<file path="config.mk">
export PLATFORM = sky130hd
export DESIGN_NAME = lvds_pixel_deser
export DESIGN_NICKNAME = d
export VERILOG_FILES = /design/src/rtl/lvds_pixel_deser.sv
export SDC_FILE = /design/constraint.sdc
export NUM_CORES = 1
export LEC_CHECK = 0
export ABC_AREA = 1
export BUFFER_PORTS_ARGS = -buffer_cell sky130_fd_sc_hd__buf_4
export CAP_MARGIN = 20
export CORE_AREA = 2 2 75 77
export CTS_CLUSTER_DIAMETER = 80
export DETAILED_ROUTE_END_ITERATION = 8
export DIE_AREA = 0 0 77 79
export HOLD_SLACK_MARGIN = 0.08
export PLACE_DENSITY = 0.75
export SYNTH_ARGS = -nofsm -noshare
export SYNTH_HDL_FRONTEND = slang
export SYNTH_SLANG_ARGS = --single-unit
</file>
<file path="constraint.sdc">
create_clock -name clk -period 1.61 [get_ports clk]
set_input_delay 0.161 -clock clk [delete_from_list [all_inputs] [get_ports clk]]
set_output_delay 0.161 -clock clk [all_outputs]
set_load 0.01 [all_outputs]
</file>
<file path="src/rtl/lvds_pixel_deser.sv">
module lvds_pixel_deser #(
  parameter int LOCK_WORDS = 4,
  parameter int DROP_WORDS = 2
) (
  input  logic       clk,
  input  logic       rst_n,
  input  logic       clk_lane_i,
  input  logic [3:0] data_lane_i,
  input  logic [1:0] mode_i,
  output logic [7:0] red_o,
  output logic [7:0] green_o,
  output logic [7:0] blue_o,
  output logic       hsync_o,
  output logic       vsync_o,
  output logic       de_o,
  output logic       pix_valid_o,
  output logic       lock_o,
  output logic       ctl_err_o
);
  localparam int          SLOTS    = 7;
  localparam logic [6:0]  FRAME_PAT = 7'b1100011;
  localparam int          GW = $clog2(LOCK_WORDS + 1);
  localparam int          DW = $clog2(DROP_WORDS + 1);
  localparam logic [2:0]  LAST_PH = 3'(SLOTS - 1);

  logic [5:0] ck_sr;
  logic [5:0] ln_sr [4];
  logic [6:0] ck_w;
  logic [6:0] w0, w1, w2, w3;

  assign ck_w = {ck_sr, clk_lane_i};
  assign w0 = {ln_sr[0], data_lane_i[0]};
  assign w1 = {ln_sr[1], data_lane_i[1]};
  assign w2 = {ln_sr[2], data_lane_i[2]};
  assign w3 = {ln_sr[3], data_lane_i[3]};

  logic [2:0]    ph;
  logic [GW-1:0] good_cnt;
  logic [DW-1:0] bad_cnt;

  wire hit       = (ck_w == FRAME_PAT);
  wire searching = (good_cnt == '0) && !lock_o;
  wire boundary  = searching ? hit : (ph == LAST_PH);
  wire take      = boundary && lock_o;
  wire wide      = (mode_i == 2'd1) || (mode_i == 2'd2);

  wire [5:0] r6 = w0[5:0];
  wire [5:0] g6 = {w1[4:0], w0[6]};
  wire [5:0] b6 = {w2[3:0], w1[6], w1[5]};

  logic [7:0] r_n, g_n, b_n;
  always_comb begin
    case (mode_i)
      2'd1: begin
        r_n = {r6, w3[1], w3[0]};
        g_n = {g6, w3[3], w3[2]};
        b_n = {b6, w3[5], w3[4]};
      end
      2'd2: begin
        r_n = {w3[1], w3[0], r6};
        g_n = {w3[3], w3[2], g6};
        b_n = {w3[5], w3[4], b6};
      end
      default: begin
        r_n = {2'b00, r6};
        g_n = {2'b00, g6};
        b_n = {2'b00, b6};
      end
    endcase
  end

  genvar gi;
  generate
    for (gi = 0; gi < 4; gi++) begin : g_lane
      always_ff @(posedge clk or negedge rst_n)
        if (!rst_n) ln_sr[gi] <= '0;
        else        ln_sr[gi] <= {ln_sr[gi][4:0], data_lane_i[gi]};
    end
  endgenerate

  always_ff @(posedge clk or negedge rst_n) begin
    if (!rst_n) begin
      ck_sr    <= '0;
      ph       <= '0;
      good_cnt <= '0;
      bad_cnt  <= '0;
      lock_o   <= 1'b0;
    end else begin
      ck_sr <= ck_w[5:0];
      if (searching) begin
        if (hit) begin
          good_cnt <= GW'(1);
          ph       <= '0;
        end
      end else begin
        ph <= (ph == LAST_PH) ? 3'd0 : ph + 3'd1;
        if (ph == LAST_PH) begin
          if (hit) begin
            bad_cnt <= '0;
            if (good_cnt != GW'(LOCK_WORDS)) good_cnt <= good_cnt + GW'(1);
            if (good_cnt == GW'(LOCK_WORDS - 1)) lock_o <= 1'b1;
          end else if (!lock_o) begin
            good_cnt <= '0;
          end else if (bad_cnt == DW'(DROP_WORDS - 1)) begin
            lock_o   <= 1'b0;
            good_cnt <= '0;
            bad_cnt  <= '0;
          end else begin
            bad_cnt <= bad_cnt + DW'(1);
          end
        end
      end
    end
  end

  always_ff @(posedge clk or negedge rst_n) begin
    if (!rst_n) begin
      red_o       <= '0;
      green_o     <= '0;
      blue_o      <= '0;
      hsync_o     <= 1'b0;
      vsync_o     <= 1'b0;
      de_o        <= 1'b0;
      pix_valid_o <= 1'b0;
      ctl_err_o   <= 1'b0;
    end else begin
      pix_valid_o <= take;
      if (take) begin
        red_o   <= r_n;
        green_o <= g_n;
        blue_o  <= b_n;
        de_o    <= w2[6];
        vsync_o <= w2[5];
        hsync_o <= w2[4];
        if (wide && w3[6]) ctl_err_o <= 1'b1;
      end
    end
  end
endmodule


</file>
# Yosys cells after proc, flatten, opt, wreduce, memory -nomap -nowiden
# Index checks and enable logic that the tools add are counted.
# Widths: inputs -> output; s select.
# totals
reg_bits	68
elab_cells	65
input_bits	9
out_inout_bits	30
# op_classes
bitwise	1
n_mux	21
add_sub_neg	3
reduce_logical	12
eq_ne	11
# ops
op	n
$pmux 8 s2	3
$mux 3	10
$eq 7x7->1 const B	1
$add 3x1->3 const B	2
$mux 2	3
$reduce_and 3->1	2
$mux 1	5
$eq 2x1->1 const B	2
$ne 4x3->1 const B	1
$reduce_and 4->1	1
$reduce_bool 2->1	2
$eq 3x2->1 const B	1
$eq 3x3->1 const B	1
$logic_and 1x1->1	3
$logic_not 3->1	1
$ne 3x1->1 const B	1
$ne 3x3->1 const B	1
$add 2x1->2 const B	1
$eq 2x2->1 const B	1
$ne 2x1->1 const B	1
$ne 2x2->1 const B	1
$reduce_and 2->1	1
$logic_not 1->1	1
$logic_or 1x1->1	1
$not 1->1	1

# Longest topological paths before layout
# Gate-level depths: netlist of run 1.
# depth
word_depth	6
ltp_mapped	10
mapped_depth_nobuf	10

# Least setup slack after synthesis of run 1
# No wires, ideal clock.
# synth_path
path_type	register -> register
startpoint	reg ph[0]
endpoint	reg blue_o[4]
n_path_buf	1
required_ps	1485
path_slack_ps	313
path_stages_with_launch	6
period_less_slack_ps	1297
setup_ps	125
t_arrival_ps	1172
path_cell_list	dfrtp_1 -> inv_2 -> nand3_4 -> nor2_8 -> buf_12 -> mux2_4
# synth_between
elab_chain_cells	3
# synth_rtl
item	line	source
from (decl)	37	logic [2:0] ph;
from (signal assigned)	96	ph <= (ph == LAST_PH) ? 3'd0 : ph + 3'd1;
$eq 3x3->1	43	wire boundary = searching ? hit : (ph == LAST_PH);
$mux 1	43	
$logic_and 1x1->1	44	wire take = boundary && lock_o;
to (signal assigned)	131	blue_o <= b_n;
to (decl)	12	output logic [7:0] blue_o,
# No other way between the ends.
# A chain may end at the register's enable or synchronous reset.

# Final worst setup path of run 1
# layout_path
startpoint	reg ph[0]
endpoint	reg de_o
# layout_between
elab_chain_cells	3
# layout_rtl
item	line	source
$eq 3x3->1	43	
$mux 1	43	
$logic_and 1x1->1	44	
to (signal assigned)	132	de_o <= w2[6];
to (decl)	15	output logic de_o,
# No other way between the ends.

==> impl_metrics.tcl, run 1 <==
set metrics [dict create \
    run_status "finished clean" \
    die_w_um 77 \
    synth_nets 245 \
    critPathLaunchType "flop" \
    min_period_over_period_pct 89.1 \
    synth_seq_area_share_pct 59.8 \
    drt_iter0_drc 77 \
    ff2ff_path_depth 5 \
    post-route-util_pct 66.1 \
    setup_viol 0 \
    seq_area_sq_um 1700 \
    fp.dieH_um 79 \
    ys_ff_latch 68 \
    slew_headroom_pct 82.4 \
    finalHoldViolCount 0 \
    drt_pass1_iterations 4 \
    antenna_found_initial 0 \
    rows 27 \
    yosysWarnings 0 \
    r2r_start "ph[0]" \
    wl_per_cell_um 14.1 \
    grt_pass1_wl_um 8670 \
    start_util_pct 53.4 \
    cap_violations 0 \
    grt_setup_unrepaired "false" \
    reg2reg_to "de_o" \
    clk_latency_ns 0.33 \
    drive_gt1_share_pct 32.1 \
    netlist_instances 231 \
    clock-root-buffer "clkbuf_8" \
    clock-sinks 68 \
    drc 0 \
    whs_ns 0.244 \
    drv_slew 0 \
    ir_worst_vdd_mv 0.839 \
    clk_pin_slew_ns 0.07 \
    multiInputGateArea_sq_um 922 \
    htreeDepth 3 \
    period_needed_ns 1.43 \
    nets 299 \
    fp.coreArea_sq_um 5340 \
    area_growth_pct 23.9 \
    leakagePower_nw 1.76 \
    placed_cell_area_sq_um 3220 \
    dr_total_vias 1837 \
    cts_tree "yes" \
    crit_fanout 12 \
    fin_worst_skew_ns 0.00442 \
    p_per_area_nw_per_um2 1790 \
    n_fill_cell 412 \
    worst_pin_slew_ns 0.265 \
    dp_hpwl_um 3380 \
    drt-total-wl_um 5100 \
    ys_top_cells_by_area "dfrtp_1, mux2_4, o22ai_1" \
    via_per_inst 5.07 \
    ys_types 26 \
    grt_overflow 0 \
    fmax_mhz 697 \
    path_class "reg -> reg" \
    grt_pass1_vias 1809 \
    post-route-cell-area_sq_um 3530 \
    yosys.area.top_type "dfrtp_1" \
    cts_max_path_buffers 2 \
    critPathRequiredTime_ns 1.83 \
    diodes 0 \
    ant_nets 0 \
    arrival_ns 1.65 \
    syn_avg_cell_area_sq_um 12.3 \
    worstSetupEndpointType "flop" \
    synth_top_area_share_pct 59.8 \
    layout_commonest_cell "dfrtp_1" \
    cts_buffers 9 \
    rrSetupSlack_ns 0.18 \
    final_cell_mix "dfrtp_1, buf_4, inv_1" \
    hold_class "in -> async" \
    track_usage_pct 19.1 \
    die-area_sq_um 6080 \
    grt_start_max_net_pins 53 \
    io_pins 39 \
    io_buffers 38 \
    timing.setup.tns_ns 0 \
    syn_area_sq_um 2850 \
    place_congestion 0.752 \
]
[flip-flops by register name (all words and copies together) (netlist names)]
| signal | cells |
|---|---|
| ln_sr | 14 |
| blue_o | 8 |
| green_o | 8 |
| red_o | 8 |
| ck_sr | 6 |
| b6 | 5 |
| g6 | 5 |
| good_cnt | 3 |
| ph | 3 |
| bad_cnt | 2 |
| ctl_err_o | 1 |
| de_o | 1 |
| hsync_o | 1 |
| lock_o | 1 |
| pix_valid_o | 1 |
| vsync_o | 1 |
[cell usage after synthesis]
cell and instances:
o21ai_0 6, mux2_4 20, buf_6 3, mux2_2 3, nand3_1 11, nor2_8 1
o22ai_1 22, nand3_2 1, nand2_1 26, nand2_4 1, o21ai_2 1, nor2_4 1
nand3_4 1, a31oi_1 1, buf_12 2, o211ai_1 4, nand2_2 1, inv_1 36
a21oi_1 2, nor2_1 5, ha_1 5, nor3_4 1, dfrtp_1 68, a31o_2 1
inv_2 4, o21a_1 4
[critical path: stages (launching register included)]
cell and delay (ns):
dfrtp_1 0.42, inv_2 0.09, nand3_4 0.10, nor2_8 0.12, buf_4 0.26, mux2_4 0.32
[report_power, final]
group / switching [W] / total (W) / internal, W
clock network: 0.000615 / 0.00173 / 0.00111
registers: 0.000306 / 0.00248 / 0.00218
logic: 0.000917 / 0.00209 / 0.00118
[worst max-delay path by stage]
stage	startpoint	endpoint
after global routing	ck_sr[1]	bad_cnt[0]
after global placement	ph[0]	vsync_o
after detailed placement	mode_i[0]	blue_o[5]
after CTS	ph[0]	de_o
final	ph[0]	de_o
after floorplan	ph[0]	blue_o[4]
[cell type report]
class,count,area share (%)
Inverter,40,4.26
Tap cell,72,2.55
Multi-Input combinational cell,118,26.1
Clock buffer,12,4.40
Timing Repair Buffer,48,11.7
Sequential cell,68,48.2
Clock inverter,4,2.70
[stage by stage]
step                std cells  setup WS [ns]  total power (W)
floorplan                 231          0.313          0.00381
global placement          340          0.196          0.00456
detailed placement        340          0.151          0.00461
CTS                       362          0.165          0.00636
global route              362        0.00637          0.00666
finish                    362          0.175          0.00630
[metal layers]
layer | share of wire [%] | global-route usage (%) | vias up
met5 | 0 | 0 | -
met4 | 1.4 | 9.11 | 0
met3 | 5.2 | 7.39 | 5
met2 | 46 | 28.5 | 45
met1 | 47 | 24.8 | 906
li1 | - | - | 881
[logic make-up after synthesis]
family,Yosys count,share of synthesized area (%)
mux,23,11.7
simple gates,49,9.27
buf+inv,45,7.86
flops,68,59.8
compound gates,41,9.18
fa+ha+maj,5,2.20
[what timing repair did]
item | in CTS | in global routing
setup endpoints to repair | 0 | 0
gates resized for setup | 0 | 0
hold buffers | 6 | 0
buffers inserted | 0 | 0
hold endpoints to repair | 73 | 0
Note: power is estimated with default switching activity, not from simulation.
==> run 2, diff against run 1 <==
--- a/config.mk
+++ b/config.mk
@@ -8,12 +8,13 @@
 export ABC_AREA = 1
 export BUFFER_PORTS_ARGS = -buffer_cell sky130_fd_sc_hd__buf_4
 export CAP_MARGIN = 20
-export CORE_AREA = 2 2 75 77
+export CORE_AREA = 2 2 79 73
 export CTS_CLUSTER_DIAMETER = 80
 export DETAILED_ROUTE_END_ITERATION = 8
-export DIE_AREA = 0 0 77 79
+export DIE_AREA = 0 0 81 75
 export HOLD_SLACK_MARGIN = 0.08
-export PLACE_DENSITY = 0.75
+export MAX_ROUTING_LAYER = met4
+export PLACE_DENSITY = 0.74
 export SYNTH_ARGS = -nofsm -noshare
 export SYNTH_HDL_FRONTEND = slang
 export SYNTH_SLANG_ARGS = --single-unit
==> run 2 against run 1 <==
Net effect: via count is 0.76% higher; cell area is 2.5% lower; worst setup slack got worse by 0.037 ns; highest routed layer unchanged; critical path type unchanged; flip-flop and latch count is the same; largest power group unchanged; count of clock-buffer cells in the layout stayed put; total power down 8.9%; largest cell class unchanged.
==> impl_metrics.tcl, run 2 (synthesized netlist as in run 1, its figures left out) <==
set metrics [dict create \
    clock-sinks 68 \
    critPathBufInv 2 \
    switchingPower_w 0.00183 \
    p_seq_share_pct 43.3 \
    cts_tree "yes" \
    path_delay_family "flip-flops" \
    area_growth_pct 20.7 \
    clockPowerShare_pct 19.3 \
    antenna_found_initial 0 \
    arrival_ns 1.69 \
    dp.cells 337 \
    fp.dieH_um 75 \
    regMostFlops "ln_sr" \
    internal_power_w 0.00391 \
    die-area_sq_um 6080 \
    drt_iter0_drc 120 \
    rows 25 \
    grt_overflow 0 \
    worstSetupEndpointType "flop" \
    crit_fanout 9 \
    cap_violations 0 \
    post-route-util_pct 66.2 \
    drc 0 \
    swShare_pct 31.8 \
    pwr-share-comb_pct 37.4 \
    timing.setup.tns_ns 0 \
    layout_commonest_cell "dfrtp_1" \
    cts_max_path_buffers 2 \
    ir_worst_vdd_mv 0.977 \
    largest_register_ffs 14 \
    diodes 0 \
    io_pins 39 \
    drt-total-wl_um 5300 \
    via_per_inst 5.17 \
    critPathLaunchType "flop" \
    grt_pass1_wl_um 8680 \
    drv_slew 0 \
    min_period_over_period_pct 91.4 \
    drive_gt1_share_pct 32.0 \
    leakagePower_nw 1.73 \
    fin_worst_skew_ns 0.00867 \
    run_status "finished clean" \
    path_class "reg -> reg" \
    dp_hpwl_um 3720 \
    worst_pin_slew_ns 0.448 \
    total_power_w 0.00574 \
    wl_per_cell_um 14.8 \
    n_fill_cell 402 \
    path_cells "inv_2, nand3_4, nor2_8, buf_4, mux2_4" \
    final_cell_mix "dfrtp_1, buf_4, inv_1" \
    critPathSlowestCell "dfrtp_1" \
    place_congestion 0.805 \
    clk_pin_slew_ns 0.07 \
    hold_class "in -> async" \
    finalHoldViolCount 0 \
    die_w_um 81 \
    cts_buffers 9 \
    dr_total_vias 1851 \
    setup_viol 0 \
    fp.coreArea_sq_um 5190 \
    clock-root-buffer "clkbuf_8" \
    start_util_pct 54.8 \
    nets 301 \
    grt_pass1_vias 1787 \
    critPathRequiredTime_ns 1.83 \
    grt_setup_unrepaired "false" \
    clk_latency_ns 0.33 \
    track_usage_pct 20.5 \
    drt_pass1_iterations 4 \
    slew_headroom_pct 70.2 \
    whs_ns 0.320 \
    fin_cells 358 \
    io_buffers 38 \
    post_cts_buffers 0 \
    p_per_area_nw_per_um2 1670 \
    cpPeakStageDelay_ns 0.41 \
    period_needed_ns 1.47 \
    fmax_mhz 679 \
    grt_start_max_net_pins 36 \
    htreeDepth 3 \
    ant_nets 0 \
]
-- run 2: cell types whose count changed in the layout (fill, tap and decap cells not counted), sizes merged --
cell,previous run,this run
buf,42,44
clkinv,1,3
bufinv,3,0
-- run 2: routing by layer --
metal / global-route usage [%] / routed length [um] / up-vias
met1: 27.5 / 2450 / 904
met3: 4.68 / 277 / 9
met2: 29.4 / 2500 / 51
met4: 10.9 / 76 / 0
met5: - / 0 / -
li1: - / - / 887
-- run 2: layout make-up --
cell class / instances / area [sq um] / area share (%)
Multi-Input combinational cell: 118 / 925 / 26.9
Timing Repair Buffer: 50 / 428 / 12.4
Clock inverter: 3 / 15.0 / 0.437
Sequential cell: 68 / 1700 / 49.5
Clock buffer: 12 / 135 / 3.93
Inverter: 40 / 150 / 4.37
Tap cell: 67 / 83.8 / 2.44
-- run 2: final timing paths --
path,start,to,slack (ns),depth (start not counted)
worst max register to register,ph[0],red_o[3],0.14,5
worst min register to register,ln_sr[18],ln_sr[19],0.37,0
worst min-delay path,rst_n,red_o[1],0.32,2
worst max-delay path,ph[0],red_o[3],0.14,5
max in group asynchronous,rst_n,bad_cnt[0],0.76,3
min in group clk,ln_sr[18],ln_sr[19],0.37,0
-- run 2: repair_timing --
| action | in CTS | in global routing |
|---|---|---|
| endpoints found under the hold margin | 39 | 0 |
| setup endpoints to repair | 0 | 1 |
| hold buffers | 6 | 0 |
| resized for setup | 0 | 1 |
-- run 2: stage by stage --
| step | setup slack [ns] | area, sq um |
|---|---|---|
| floorplan | 0.313 | 2850 |
| global placement | 0.179 | 3230 |
| detailed placement | 0.128 | 3230 |
| CTS | 0.126 | 3440 |
| global route | 0.0398 | 3440 |
| finish | 0.138 | 3440 |
-- run 2: power by group through the flow --
stage               registers [W]  logic, W  clock network (W)
floorplan                 0.00263   0.00118                  0
global placement          0.00250   0.00209                  0
detailed placement        0.00252   0.00215                  0
CTS                       0.00250   0.00217            0.00115
global route              0.00255   0.00234            0.00121
finish                    0.00249   0.00215            0.00111
